### src/rtl/wcls_pkg.sv
package wcls_pkg;

    typedef enum logic {
        SRC_OSC = 1'b0,
        SRC_PLL = 1'b1
    } clk_src_e;

    typedef enum logic [1:0] {
        ACT_NONE  = 2'd0,
        ACT_RESET = 2'd1,
        ACT_SCM   = 2'd2
    } loss_act_e;

    typedef struct packed {
        logic wait_act;
        logic scm;
        logic flag;
        logic cm_rst;
        logic rst_seq;
    } sup_state_t;

endpackage

### src/rtl/wcls_loss_decode.sv
module wcls_loss_decode
    import wcls_pkg::*;
(
    input  logic      fail_i,
    input  logic      mon_en_i,
    input  logic      scm_en_i,
    output loss_act_e act_o
);

    always_comb begin
        act_o = ACT_NONE;
        if (fail_i && mon_en_i) begin
            if (scm_en_i) begin
                act_o = ACT_SCM;
            end else begin
                act_o = ACT_RESET;
            end
        end
    end

endmodule

### src/rtl/wcls_qual_check.sv
module wcls_qual_check #(
    parameter int QUAL_CYCLES = 4096
) (
    input  logic clk,
    input  logic rst_n,
    input  logic run_i,
    input  logic fail_i,
    input  logic tick_i,
    output logic pass_o
);

    localparam int CNT_W = (QUAL_CYCLES > 1) ? $clog2(QUAL_CYCLES) : 1;
    localparam logic [CNT_W-1:0] LAST = CNT_W'(QUAL_CYCLES - 1);

    logic [CNT_W-1:0] cnt_d, cnt_q;

    // A pass is the tick that completes the run of clean ticks.
    assign pass_o = run_i && tick_i && !fail_i && (cnt_q == LAST);

    always_comb begin
        cnt_d = cnt_q;
        if (!run_i || fail_i || pass_o) begin
            cnt_d = '0;
        end else if (tick_i) begin
            cnt_d = cnt_q + 1'b1;
        end
    end

    always_ff @(posedge clk or negedge rst_n) begin
        if (!rst_n) begin
            cnt_q <= '0;
        end else begin
            cnt_q <= cnt_d;
        end
    end

endmodule

### src/rtl/wcls_clk_switch.sv
module wcls_clk_switch
    import wcls_pkg::*;
(
    input  logic     clk,
    input  logic     rst_n,
    input  logic     want_pll_i,
    input  logic     ack_i,
    output clk_src_e sel_o
);

    clk_src_e sel_d, sel_q;
    clk_src_e target;

    assign target = want_pll_i ? SRC_PLL : SRC_OSC;

    always_comb begin
        sel_d = sel_q;
        if (ack_i && (target != sel_q)) begin
            sel_d = target;
        end
    end

    always_ff @(posedge clk or negedge rst_n) begin
        if (!rst_n) begin
            sel_q <= SRC_OSC;
        end else begin
            sel_q <= sel_d;
        end
    end

    assign sel_o = sel_q;

endmodule

### src/rtl/wcls_supervisor.sv
module wcls_supervisor
    import wcls_pkg::*;
#(
    parameter int QUAL_CYCLES = 4096
) (
    input  logic clk,
    input  logic rst_n,
    input  logic wait_enter_i,
    input  logic wake_req_i,
    input  logic ext_rst_req_i,
    input  logic mon_fail_i,
    input  logic osc_tick_i,
    input  logic cfg_mon_en_i,
    input  logic cfg_scm_en_i,
    input  logic cfg_scm_irq_en_i,
    input  logic cfg_pll_wait_i,
    input  logic flag_clr_i,
    input  logic mux_ack_i,
    output logic cm_rst_req_o,
    output logic scm_active_o,
    output logic scm_flag_o,
    output logic wake_irq_o,
    output logic pll_en_o,
    output logic vreg_en_o,
    output logic clk_sel_o,
    output logic wait_active_o,
    output logic rst_seq_o
);

    sup_state_t st_d, st_q;
    loss_act_e  act;
    logic       qual_pass;
    logic       loss_scm;
    logic       wake_irq;
    clk_src_e   sel;

    wcls_loss_decode u_decode (
        .fail_i   (mon_fail_i),
        .mon_en_i (cfg_mon_en_i),
        .scm_en_i (cfg_scm_en_i),
        .act_o    (act)
    );

    wcls_qual_check #(
        .QUAL_CYCLES (QUAL_CYCLES)
    ) u_qual (
        .clk    (clk),
        .rst_n  (rst_n),
        .run_i  (st_q.scm),
        .fail_i (mon_fail_i),
        .tick_i (osc_tick_i),
        .pass_o (qual_pass)
    );

    wcls_clk_switch u_switch (
        .clk        (clk),
        .rst_n      (rst_n),
        .want_pll_i (st_q.scm),
        .ack_i      (mux_ack_i),
        .sel_o      (sel)
    );

    assign loss_scm = (act == ACT_SCM) && !st_q.scm;
    assign wake_irq = st_q.flag && cfg_scm_irq_en_i;

    always_comb begin
        st_d         = st_q;
        st_d.cm_rst  = (act == ACT_RESET);
        st_d.rst_seq = 1'b0;

        // Self-clock mode: entry on loss, exit on a passed quality check.
        if (loss_scm) begin
            st_d.scm = 1'b1;
        end else if (st_q.scm && qual_pass) begin
            st_d.scm = 1'b0;
        end

        // Sticky flag: a new loss takes priority over the clear pulse.
        if (loss_scm) begin
            st_d.flag = 1'b1;
        end else if (flag_clr_i) begin
            st_d.flag = 1'b0;
        end

        // Wait state: every exit takes priority over entry.
        if (st_q.wait_act) begin
            if (ext_rst_req_i) begin
                st_d.wait_act = 1'b0;
                st_d.rst_seq  = 1'b1;
            end else if (wake_req_i || wake_irq || (act == ACT_RESET)) begin
                st_d.wait_act = 1'b0;
            end
        end else if (wait_enter_i) begin
            st_d.wait_act = 1'b1;
        end
    end

    always_ff @(posedge clk or negedge rst_n) begin
        if (!rst_n) begin
            st_q <= '0;
        end else begin
            st_q <= st_d;
        end
    end

    assign cm_rst_req_o  = st_q.cm_rst;
    assign scm_active_o  = st_q.scm;
    assign scm_flag_o    = st_q.flag;
    assign wake_irq_o    = wake_irq;
    assign pll_en_o      = st_q.scm || !st_q.wait_act || cfg_pll_wait_i;
    assign vreg_en_o     = 1'b1;
    assign clk_sel_o     = (sel == SRC_PLL);
    assign wait_active_o = st_q.wait_act;
    assign rst_seq_o     = st_q.rst_seq;

endmodule

### config.mk
export PLATFORM = sky130hd
export DESIGN_NAME = wcls_supervisor
export DESIGN_NICKNAME = d
export VERILOG_FILES = /design/src/rtl/wcls_pkg.sv /design/src/rtl/wcls_loss_decode.sv /design/src/rtl/wcls_qual_check.sv /design/src/rtl/wcls_clk_switch.sv /design/src/rtl/wcls_supervisor.sv
export SDC_FILE = /design/constraint.sdc
export NUM_CORES = 1
export LEC_CHECK = 0
export BUFFER_PORTS_ARGS = -buffer_cell sky130_fd_sc_hd__buf_2
export CAP_MARGIN = 20
export CORE_MARGIN = 3
export CORE_UTILIZATION = 50
export CTS_CLUSTER_DIAMETER = 120
export DETAILED_ROUTE_END_ITERATION = 6
export PLACE_DENSITY = 0.86
export SYNTH_ARGS = -nofsm -noshare
export SYNTH_HDL_FRONTEND = slang
export SYNTH_SLANG_ARGS = --single-unit
### constraint.sdc
create_clock -name clk -period 1.85 [get_ports clk]
set_input_delay 0.0925 -clock clk [delete_from_list [all_inputs] [get_ports clk]]
set_output_delay 0.0925 -clock clk [all_outputs]
set_load 0.1 [all_outputs]
Yosys cells after proc, flatten, opt, wreduce, memory -nomap -nowiden
Cells that the tools add are included.

Output and inout bits: 9. Bits in registers: 18.

Mux-type cells: 15. Equal/unequal tests: 4. Reduce and logical (&&, ||, !) cells: 20. Add/sub/neg operators: 1.

Operators with widths (count): two-way mux 12 bit (2); adder 12 x 1 -> 12 bit (second input constant) (1); equality test 12 bit (second input constant) (1); two-way mux 1 bit (11); logical AND 1 bit (8); logical OR 1 bit (6); nonzero test 2 bit (3); two-way mux 2 bit (2); logical NOT 1 bit (3); equality test 2 x 1 -> 1 bit (second input constant) (1); equality test 2 bit (second input constant) (1); inequality test 1 bit (1).

Logic depth before layout (Yosys ltp)
Gate-level depths: netlist of the first run.

Depth after elaboration: 7. Mapped depth: 6. Mapped depth without buffers: 5.

Hierarchy
From an unflattened synthesis of the first run, not the netlist that was laid out.

Cells, all modules: 87. Area, all modules: 918.4 sq um.

By module, submodules not included: wcls_qual_check (area each 641.9 sq um, seq. area each 300.3 sq um, instances 1, cells each 63); wcls_supervisor (area each 220.2 sq um, seq. area each 125.1 sq um, instances 1, cells each 20); wcls_clk_switch (area each 40.0 sq um, seq. area each 25.0 sq um, instances 1, cells each 2); wcls_loss_decode (area each 16.3 sq um, seq. area each 0.0 sq um, instances 1, cells each 2).

Least setup slack after synthesis of the first run
Ideal clock, no wire load.

Path type: register to register. Start: register st_q, in the netlist scm_flag_o. End: register st_q, in the netlist wait_active_o. Data required time: 1725 ps. Setup time: 125 ps. Arrival: 2165 ps. Cell stages (with the launch flop): 4. Slack: -441 ps. Path through: dfrtp_1 -> and2_1 -> nor4_1 -> mux2_2.

RTL lines: start: declaration (line wcls_supervisor.sv:30) `sup_state_t st_d, st_q;`; start signal: assignment (line wcls_supervisor.sv:102) `st_q <= st_d;`.

Final worst setup path of the first run
Start: register u_qual.cnt_q[1]. End: register u_qual.cnt_q[1].

Cells in the longest elaborated chain, start to end: 4. Elaborated cells between the ends (all ways): 7. Classes of those cells: add/sub (1); eq/ne (1); mux (2); reduce/logical (3).

Ends and longest elaborated chain: start: declaration (line wcls_qual_check.sv:15) `logic [CNT_W-1:0] cnt_d, cnt_q;`; start signal: assignment (line wcls_qual_check.sv:33) `cnt_q <= cnt_d;`; parallel branches: the longest is 4 deep, another holds adder 12 x 1 -> 12 bit.

Several ways; the timed one is not identified. The select of a mux whose other input is x is not followed. A chain may end at the register's enable or synchronous reset.

==> summary.txt, run 1 <==
Setup path
  – Critical Path, Cell by Cell: ha_1 -> nand4_2 -> or4_4 -> nand2b_2 -> nor2_1
  – CP arrival: 1.89 ns
  – Startpoint types: flop
  – Crit. End Element: flop
  – Worst EP required: 2.03 ns
  – Max incr delay on CP: between 0.5 and 0.6 ns
  – Critical path type: flop to flop
  – Slowest CP cell: or4_4
  – Critical path peak fanout: 8

Place
  – GP Congestion: between 0.8 and 0.9
  – Dpl ws: 0.0621 ns
  – Area of placed instances: just under 1000 sq um
  – Port Buffers: 20
  – Placed cells: about 120

CTS
  – CTS sink cnt: 18
  – Clock Root Buffer: clkbuf_4
  – Clock buffer depth: 2
  – Worst-Skew Late Latency: around 0.29 ns
  – CTS tree: built
  – Num CTS Buffers: 3
  – Setup repair bufs after CTS: 0
  – Clock slew at the register clock pins of the worst setup and hold paths: 0.09 ns
  – H-tree Lvls: 1

Global route
  – Initial antenna violation count: 0
  – GRT Residual Overflow: 0
  – Vias in the first global route: between 600 and 700
  – Pin count of the biggest net entering global routing: 19
  – GRT Util Overall: 17.6%
  – Global-route wire length before repair: 2760 um

Timing
  – Final min period: about 1.7 ns
  – Fin. max-slew vios: 0
  – Final Hold Fails: 0
  – Max Freq: around 590 MHz
  – Setup slack after layout: approximately 0.14 ns
  – Worst Skew: about 0.0034 ns
  – Finish-stage setup viols: 0
  – Worst hold-check slack: around 0.033 ns
  – RSZ-0062 raised after global routing: false
  – Crit share post-route: 92.4%

Floorplan
  – I/O Pins: 22
  – Initial core utilization: 55.8%
  – Die height: roughly 48 um
  – Die area: around 2300 sq um
  – Die width: about 48 um
  – Core footprint: roughly 1600 sq um
  – Num rows: 14

Synth
  – Register bit total from synthesis: 18
  – Post-Syn Nets: 100
  – Top-area cell type share of the netlist area: just over 50%
  – Syn avg cell area: 10.2 sq um
  – Post-synth EDFFs: 0
  – Gate Count Post-Synth: 86
  – Top post-synthesis cells by area: dfrtp_1 51%, nor2_1 5.1%, xor2_1 5.0%
  – Most used flip-flop cell after synthesis: dfrtp_1
  – Cell Area, Synth: about 900 sq um
  – Top-count cell post-synth: dfrtp_1
  – Post-synthesis sequential area ratio: between 50% and 60%
  – Ys Warns: 0
  – Post-synth top area cell: dfrtp_1
  – List of most frequent post-synthesis cells: 18 x dfrtp_1, 12 x nor2_1, 5 x xor2_1
  – Post-synth ARST share: 100%
  – Number of distinct library cells after synthesis: 29

Detailed routing
  – Initial DRC count: 20
  – Via density per instance: 5.67
  – Routed WL per cell: approximately 15 um
  – TritonRoute pass-1 iters: 4
  – DRC errors left: 0
  – Overall via count from detail_route: approximately 720
  – Post-route ant nets: 0
  – Drt total wl: 1860 um

Cells and area
  – Antenna cells: 0
  – Post-Layout Inst Area: between 1000 and 1500 sq um
  – Non-filler cells, final: 126
  – Layout area overhead: 19.9%
  – Number of nets in the layout: roughly 130
  – Layout cell share with drive strength beyond 1: about a third

Pwr
  – Leak: just under 0.5 nW
  – Total power: 0.750 mW
  – Power per Cell Area: 711 nW/um^2
  – Peak supply drop: ~0.0005 V

Min path
  – Min-delay worst type: primary input to flop

Run status
  – Status: finished clean

Flow run
  – Max Cap Viol: 0
where the power goes:
part	switching, mW	internal, mW	leakage [nW]
Combinational	0.0747	0.0293	0.224
Clock	0.114	0.120	0.0210
Sequential	0.00984	0.402	0.236
final cells by class:
class	count	area [sq um]
repair buffers	23	130
flip-flops and latches	18	450
clock buffers	4	36.3
well taps	16	20.0
inverters	4	15.0
fillers	112	522
multi-input cells	61	403
registers in the layout, indices dropped and copies added (netlist names):
register        count
cm_rst_req_o        1
rst_seq_o           1
scm_active_o        1
scm_flag_o          1
u_qual.cnt_q       12
u_switch.sel_o      1
wait_active_o       1
critical path, delay by kind of cell (launching register included):
kind / cells / cell delay (ns)
and+or+nand+nor: 4 / 0.94
DFF: 1 / 0.43
adders and majority gates: 1 / 0.22
through the flow:
step	utilization, %	setup TNS [ns]
6_report	66.9	0
5_1_grt	66.9	0
4_1_cts	66.7	0
3_5_place_dp	62.5	0
3_3_place_gp	62.5	0
2_1_floorplan	-	-0.162
layout by cell type (no fill, tap or decap):
| master | n |
|---|---|
| and2_1 | 1 |
| dfrtp_1 | 18 |
| nor4_1 | 2 |
| and4_1 | 1 |
| a211o_2 | 1 |
| mux2i_1 | 1 |
| nand2_2 | 1 |
| and2_2 | 1 |
| nand4_2 | 1 |
| o21ai_0 | 2 |
| xnor2_1 | 4 |
| clkbuf_8 | 1 |
| ha_1 | 1 |
| nor3_1 | 1 |
| nand2b_1 | 1 |
| nand2_1 | 4 |
| inv_1 | 4 |
| dlygate4sd3_1 | 3 |
| xor2_1 | 5 |
| nand4_1 | 3 |
| or4_4 | 1 |
| nor2_1 | 12 |
| buf_2 | 20 |
| clkbuf_4 | 3 |
| nand3_2 | 3 |
| or3_1 | 3 |
| nand3_1 | 3 |
| and3_1 | 1 |
| mux2_2 | 2 |
| conb_1 | 1 |
| o22ai_1 | 1 |
| nand2b_2 | 1 |
| a21oi_1 | 3 |
routing by layer:
metal / global-route usage, % / up-vias / part of all wire [%]
met4: 8.60 / 0 / 0.75
met5: 0 / - / 0
met1: 23.0 / 348 / 43
met2: 26.4 / 23 / 51
li1: - / 342 / -
met3: 5.26 / 2 / 5.7
path summary, 6_finish.rpt:
kind,startpoint,to,cells after the start,slack (ns)
worst max-delay path,u_qual.cnt_q[1],u_qual.cnt_q[1],5,0.14
worst min-delay path,ext_rst_req_i,rst_seq_o,2,0.03
worst max register to register,u_qual.cnt_q[1],u_qual.cnt_q[1],5,0.14
worst min register to register,u_switch.sel_o,u_switch.sel_o,1,0.51
max in group asynchronous,rst_n,u_qual.cnt_q[1],2,1.33
min in group asynchronous,rst_n,u_qual.cnt_q[2],2,0.25
repair_timing:
| action | in CTS | in global routing |
|---|---|---|
| hold buffers | 3 | 0 |
| setup endpoints to repair | 0 | 8 |
| hold endpoints to repair | 20 | 0 |
| gates resized for setup | 0 | 1 |
cell families after synthesis:
logic type               after synthesis  synth area share [%]
XOR/XNOR                               9                  8.96
AO/OA/AOI/OAI                          7                  4.69
multiplexers                           3                  3.70
AND/OR/NAND/NOR                       40                  25.6
flip-flops                            18                  51.2
other                                  1                 0.426
adder cells (fa/ha/maj)                1                  1.42
buffers and inverters                  7                  3.98
No activity file was read; power rests on OpenSTA's default activity.
==> run 2, diff against run 1 <==
--- a/config.mk
+++ b/config.mk
@@ -8,10 +8,11 @@
 export BUFFER_PORTS_ARGS = -buffer_cell sky130_fd_sc_hd__buf_2
 export CAP_MARGIN = 20
 export CORE_MARGIN = 3
-export CORE_UTILIZATION = 50
+export CORE_UTILIZATION = 51
 export CTS_CLUSTER_DIAMETER = 120
 export DETAILED_ROUTE_END_ITERATION = 6
-export PLACE_DENSITY = 0.86
+export PLACE_DENSITY = 0.87
 export SYNTH_ARGS = -nofsm -noshare
 export SYNTH_HDL_FRONTEND = slang
+export SYNTH_HIERARCHICAL = 1
 export SYNTH_SLANG_ARGS = --single-unit
==> summary.txt, run 2 <==
Run status
  – Status: finished clean

Timing
  – Worst hold-check slack: between 0.03 and 0.04 ns
  – RSZ-0062 raised after global routing: false
  – Final Hold Fails: 0
  – Setup slack after layout: around 0.4 ns
  – Worst Skew: 0.00743 ns
  – Max Freq: 689 MHz
  – Final min period: roughly 1.5 ns
  – Fin. max-slew vios: 0
  – Finish-stage setup viols: 0
  – Crit share post-route: about four fifths

CTS
  – CTS sink cnt: 18
  – Clock Root Buffer: clkbuf_4
  – Num CTS Buffers: 3
  – CTS tree: built
  – Setup repair bufs after CTS: 0
  – Clock buffer depth: 2
  – Clock slew at the register clock pins of the worst setup and hold paths: 0.11 ns
  – H-tree Lvls: 1
  – Worst-Skew Late Latency: approximately 0.31 ns

Cells and area
  – Non-filler cells, final: ~130
  – Largest register FFs: 12
  – Most common cell after layout, fill and taps aside: buf_2
  – Antenna cells: 0
  – Commonest cells after routing, fill and taps aside: 20 x buf_2, 18 x dfrtp_1, 14 x nor2_1, 8 x xnor2_1
  – Reg with most FFs: u_qual/cnt_q
  – Number of nets in the layout: 125
  – Layout cell share with drive strength beyond 1: between 30% and 40%
  – Fill cells: about 120
  – Layout area overhead: 18.5%

Setup path
  – Critical path type: flop to flop
  – Startpoint types: flop
  – Buf+Inv Stages, Crit Path: 0
  – Slowest CP cell: dfrtp_1
  – Top Family by Delay on Critical Path: flip-flops
  – Critical path peak fanout: 10
  – Critical Path, Cell by Cell: ha_1 -> nand4_1 -> nor2_2 -> a31o_2 -> nor2_1
  – CP arrival: 1.64 ns
  – Worst EP required: 2.04 ns
  – Crit. End Element: flop
  – Max incr delay on CP: ~0.42 ns

Global route
  – Initial antenna violation count: 0
  – Global-route wire length before repair: roughly 3000 um
  – GRT Util Overall: 16.5%
  – Vias in the first global route: between 600 and 700
  – Pin count of the biggest net entering global routing: 19
  – GRT Residual Overflow: 0

Synth
  – Top-count cell post-synth: dfrtp_1
  – Post-synth EDFFs: 0
  – Number of distinct library cells after synthesis: 30
  – Post-synthesis sequential area ratio: approximately half
  – Top-area cell type share of the netlist area: about half
  – Gate Count Post-Synth: 87
  – Post-Syn Nets: ~100
  – List of most frequent post-synthesis cells: 18 x dfrtp_1, 14 x nor2_1, 8 x xnor2_1
  – Ys Warns: 6
  – Register bit total from synthesis: 18
  – Post-synth top area cell: dfrtp_1
  – Top post-synthesis cells by area: dfrtp_1 49%, xnor2_1 7.6%, nor2_1 5.7%
  – Syn avg cell area: ~11 sq um
  – Cell Area, Synth: 918 sq um
  – Post-synth ARST share: 100%
  – Most used flip-flop cell after synthesis: dfrtp_1

Detailed routing
  – Routed WL per cell: 12.7 um
  – Post-route ant nets: 0
  – DRC errors left: 0
  – Drt total wl: 1700 um
  – Via density per instance: about 5.2
  – TritonRoute pass-1 iters: 4
  – Overall via count from detail_route: 702
  – Initial DRC count: 8

Place
  – HPWL after DPL: 1260 um
  – Placed cells: around 130
  – Port Buffers: 20
  – GP Congestion: 0.816
  – Dpl ws: about 0.42 ns

Floorplan
  – Num rows: 14
  – Die width: ~48 um
  – Initial core utilization: approximately 58%
  – Die height: 48.4 um
  – Core footprint: roughly 1600 sq um
  – Die area: between 2000 and 2500 sq um
  – I/O Pins: 22

Pwr
  – Leak: 0.519 nW
  – Peak supply drop: a little over 0.0005 V
  – Total power: between 0.7 and 0.8 mW
  – Power per Cell Area: approximately 710 nW/um^2

Flow run
  – Max Cap Viol: 0

Min path
  – Min-delay worst type: primary input to flop
## run 2: what timing repair did
item | CTS | global route
hold buffers | 2 | 0
gates resized for setup | 0 | 0
setup endpoints to repair | 0 | 0
endpoints found under the hold margin | 19 | 0
## run 2: cells by family after synthesis
kind of cell	Yosys count	share of synthesized area, %
AOI/OAI and AO/OA	4	3.82
xor gates and xnor gates	11	10.5
adders and majority gates	1	1.36
buffers and inverters	8	4.50
DFF	18	49.0
muxes	2	2.72
other	1	0.408
and+or+nand+nor	42	27.7
## run 2: path summary, 6_finish.rpt
check / from / endpoint / slack, ns / depth (start not counted)
max in group asynchronous: rst_n / u_qual/cnt_q[2] / 1.33 / 2
min in group asynchronous: rst_n / u_qual/cnt_q[0] / 0.24 / 2
min: ext_rst_req_i / rst_seq_o / 0.04 / 2
max reg2reg: u_qual/cnt_q[0] / u_qual/cnt_q[1] / 0.40 / 5
max: u_qual/cnt_q[0] / u_qual/cnt_q[1] / 0.40 / 5
min reg2reg: u_switch/sel_o / u_switch/sel_o / 0.53 / 1
## run 2: power by group
| part | switching [mW] | internal, mW |
|---|---|---|
| Clock | 0.131 | 0.120 |
| Sequential | 0.00973 | 0.402 |
| Combinational | 0.0765 | 0.0297 |
| Total | 0.217 | 0.552 |
## run 2: routing by layer
layer	track usage, %	part of all wire, %
met2	29.6	52
met5	0	0
met4	8.53	2.2
met1	18.2	41
met3	3.68	4.3
## run 2: layout make-up
cell class / count / area (sq um) / share of cell area [%]
well taps: 24 / 30.0 / 2.76
clock buffers: 4 / 36.3 / 3.33
inverters: 5 / 18.8 / 1.72
flip-flops and latches: 18 / 450 / 41.4
multi-input cells: 61 / 433 / 39.8
repair buffers: 22 / 120 / 11.0
## run 2: stage by stage
stage,setup TNS (ns),util [%],cell area (sq um)
after floorplan,-0.0214,-,925
after global placement,0,64.8,1030
after detailed placement,0,64.8,1030
after CTS,0,68.3,1090
after global routing,0,68.3,1090
final,0,68.3,1090
## run 2: worst register-to-register path: stages (launching register included)
cell and delay [ns]:
dfrtp_1 0.42, ha_1 0.21, nand4_1 0.13, nor2_2 0.17, a31o_2 0.32, nor2_1 0.08
==> run 3, diff against run 2 <==
--- a/config.mk
+++ b/config.mk
@@ -8,10 +8,10 @@
 export BUFFER_PORTS_ARGS = -buffer_cell sky130_fd_sc_hd__buf_2
 export CAP_MARGIN = 20
 export CORE_MARGIN = 3
-export CORE_UTILIZATION = 51
+export CORE_UTILIZATION = 46
 export CTS_CLUSTER_DIAMETER = 120
 export DETAILED_ROUTE_END_ITERATION = 6
-export PLACE_DENSITY = 0.87
+export PLACE_DENSITY = 0.83
 export SYNTH_ARGS = -nofsm -noshare
 export SYNTH_HDL_FRONTEND = slang
 export SYNTH_HIERARCHICAL = 1
==> constraint.sdc (replaced) <==
create_clock -name clk -period 1.3 [get_ports clk]
set_input_delay 0.065 -clock clk [delete_from_list [all_inputs] [get_ports clk]]
set_output_delay 0.065 -clock clk [all_outputs]
set_load 0.1 [all_outputs]
==> summary.txt, run 3 (synthesized netlist as in run 2, its figures left out) <==
Detailed routing
  – Via density per instance: roughly 5.2
  – TritonRoute pass-1 iters: 6
  – DRC errors left: 0
  – Routed WL per cell: approximately 14 um
  – Post-route ant nets: 0
  – Initial DRC count: 12
  – Overall via count from detail_route: roughly 730
  – Drt total wl: around 1900 um

Min path
  – Hold path depth: 2
  – Min-delay worst type: primary input to flop
  – Hold path startpoint: ext_rst_req_i
  – Hold EP: rst_seq_o

Timing
  – Setup_tns: -0.0276 ns
  – Final min period: 1.33 ns
  – Final Hold Fails: 0
  – Crit share post-route: 102%
  – Fin. max-slew vios: 0
  – Worst Skew: 0.00101 ns
  – Finish-stage setup viols: 1
  – Max Freq: 753 MHz
  – Setup slack after layout: -0.0276 ns
  – RSZ-0062 raised after global routing: true

Cells and area
  – Largest register FFs: 12
  – Layout area overhead: 32.2%
  – Reg with most FFs: u_qual/cnt_q
  – Commonest cells after routing, fill and taps aside: 17 x buf_2, 14 x nor2_1, 13 x dfrtp_1, 7 x xnor2_1, 6 x buf_4
  – Number of nets in the layout: 131
  – Antenna cells: 0
  – Most common cell after layout, fill and taps aside: buf_2
  – Layout cell share with drive strength beyond 1: between 40% and 50%
  – Fill cells: between 100 and 150
  – Final core occ: between 60% and 70%

Setup path
  – Worst Reg-to-Reg Cells: 6
  – Worst EP required: roughly 1.5 ns
  – Worst r2r src: u_qual/cnt_q[1]
  – Crit. End Element: flop
  – Slowest CP cell: dfrtp_1
  – Critical path peak fanout: 3
  – Critical path type: flop to flop
  – R2R Setup Slk: -0.03 ns
  – Max incr delay on CP: around 0.38 ns
  – FF-to-FF End: u_qual/cnt_q[10]
  – Startpoint types: flop
  – Critical Path, Cell by Cell: ha_2 -> nand4_1 -> buf_4 -> nor3_2 -> xnor2_1 -> nor2_1
  – CP arrival: 1.51 ns

Run status
  – Status: finished with violations
  – Failing checks: negative setup slack

Pwr
  – Peak supply drop: just under 0.0006 V
  – Power per Cell Area: approximately 910 nW/um^2
  – Leak: ~0.56 nW
  – Total power: about 1.1 mW

Floorplan
  – Initial core utilization: approximately half
  – I/O Pins: 22
  – Num rows: 15
  – Die width: around 51 um
  – Core footprint: roughly 1800 sq um
  – Die area: about 2600 sq um
  – Die height: about 50 um

Global route
  – Global-route wire length before repair: between 3000 and 4000 um
  – GRT Residual Overflow: 0
  – Pin count of the biggest net entering global routing: 19
  – GRT Util Overall: between 15 and 20%
  – Vias in the first global route: 750
  – Initial antenna violation count: 0

CTS
  – CTS sink cnt: 18
  – Clock Root Buffer: clkbuf_4
  – CTS tree: built
  – Clock slew at the register clock pins of the worst setup and hold paths: around 0.10 ns
  – Clock buffer depth: 2
  – Worst-Skew Late Latency: a little under 0.3 ns
  – H-tree Lvls: 1
  – Num CTS Buffers: 3

Place
  – Port Buffers: 20
  – HPWL after DPL: 1410 um
  – GP Congestion: just under 0.8
  – Dpl ws: -0.0278 ns

Flow run
  – Max Cap Viol: 0
==> run 3: worst max path at each step <==
stage	from	endpoint	depth (start not counted)
2_1_floorplan	u_qual/cnt_q[0]	u_qual/cnt_q[0]	6
3_3_place_gp	u_qual/cnt_q[0]	u_qual/cnt_q[11]	5
3_5_place_dp	u_qual/cnt_q[0]	u_qual/cnt_q[5]	5
4_1_cts	u_qual/cnt_q[0]	u_qual/cnt_q[5]	5
5_1_grt	u_qual/cnt_q[0]	u_qual/cnt_q[10]	6
6_report	u_qual/cnt_q[1]	u_qual/cnt_q[10]	6
==> run 3: layout make-up <==
| class | count | area, sq um | share of cell area, % |
|---|---|---|---|
| Timing Repair Buffer | 28 | 198 | 16.3 |
| Sequential cell | 18 | 464 | 38.2 |
| Inverter | 5 | 18.8 | 1.55 |
| Tap cell | 25 | 31.3 | 2.58 |
| Multi-Input combinational cell | 61 | 465 | 38.4 |
| Clock buffer | 4 | 36.3 | 2.99 |
==> run 3: what timing repair did <==
action | 4_1_cts | 5_1_grt
setup endpoints to repair | 11 | 14
pin swaps | 2 | 1
hold endpoints to repair | 19 | 0
setup buffers | 0 | 1
hold buffers | 2 | 0
gates resized for setup | 3 | 4
==> run 3: worst max-delay path: cells and delay by family (launching register included) <==
| kind | cells | cell delay (ns) |
|---|---|---|
| xor gates and xnor gates | 1 | 0.14 |
| and+or+nand+nor | 3 | 0.33 |
| buffers and inverters | 1 | 0.16 |
| adders and majority gates | 1 | 0.20 |
| DFF | 1 | 0.38 |
==> run 3: layer usage <==
metal	routed length, um	share of wire, %	GRT usage, %	up-vias
met3	59	3.0	0.890	8
met2	963	50	30.0	29
met4	66	3.4	10.8	0
li1	-	-	-	344
met5	0	0	0	-
met1	846	44	21.3	350
==> run 3: report_power, final <==
| group | switching [mW] | total (mW) | internal (mW) |
|---|---|---|---|
| Combinational | 0.114 | 0.168 | 0.0536 |
| Clock | 0.174 | 0.344 | 0.171 |
| Sequential | 0.0126 | 0.588 | 0.575 |
| Total | 0.301 | 1.10 | 0.799 |
==> run 3: per-stage QoR <==
| step | hold slack (ns) | std cells | instance area (sq um) |
|---|---|---|---|
| floorplan | -0.231 | 87 | 947 |
| global placement | 0.00597 | 134 | 1120 |
| detailed placement | 0.0194 | 134 | 1120 |
| CTS | 0.00735 | 140 | 1200 |
| global route | 0.00941 | 141 | 1210 |
| finish | 0.0104 | 141 | 1210 |
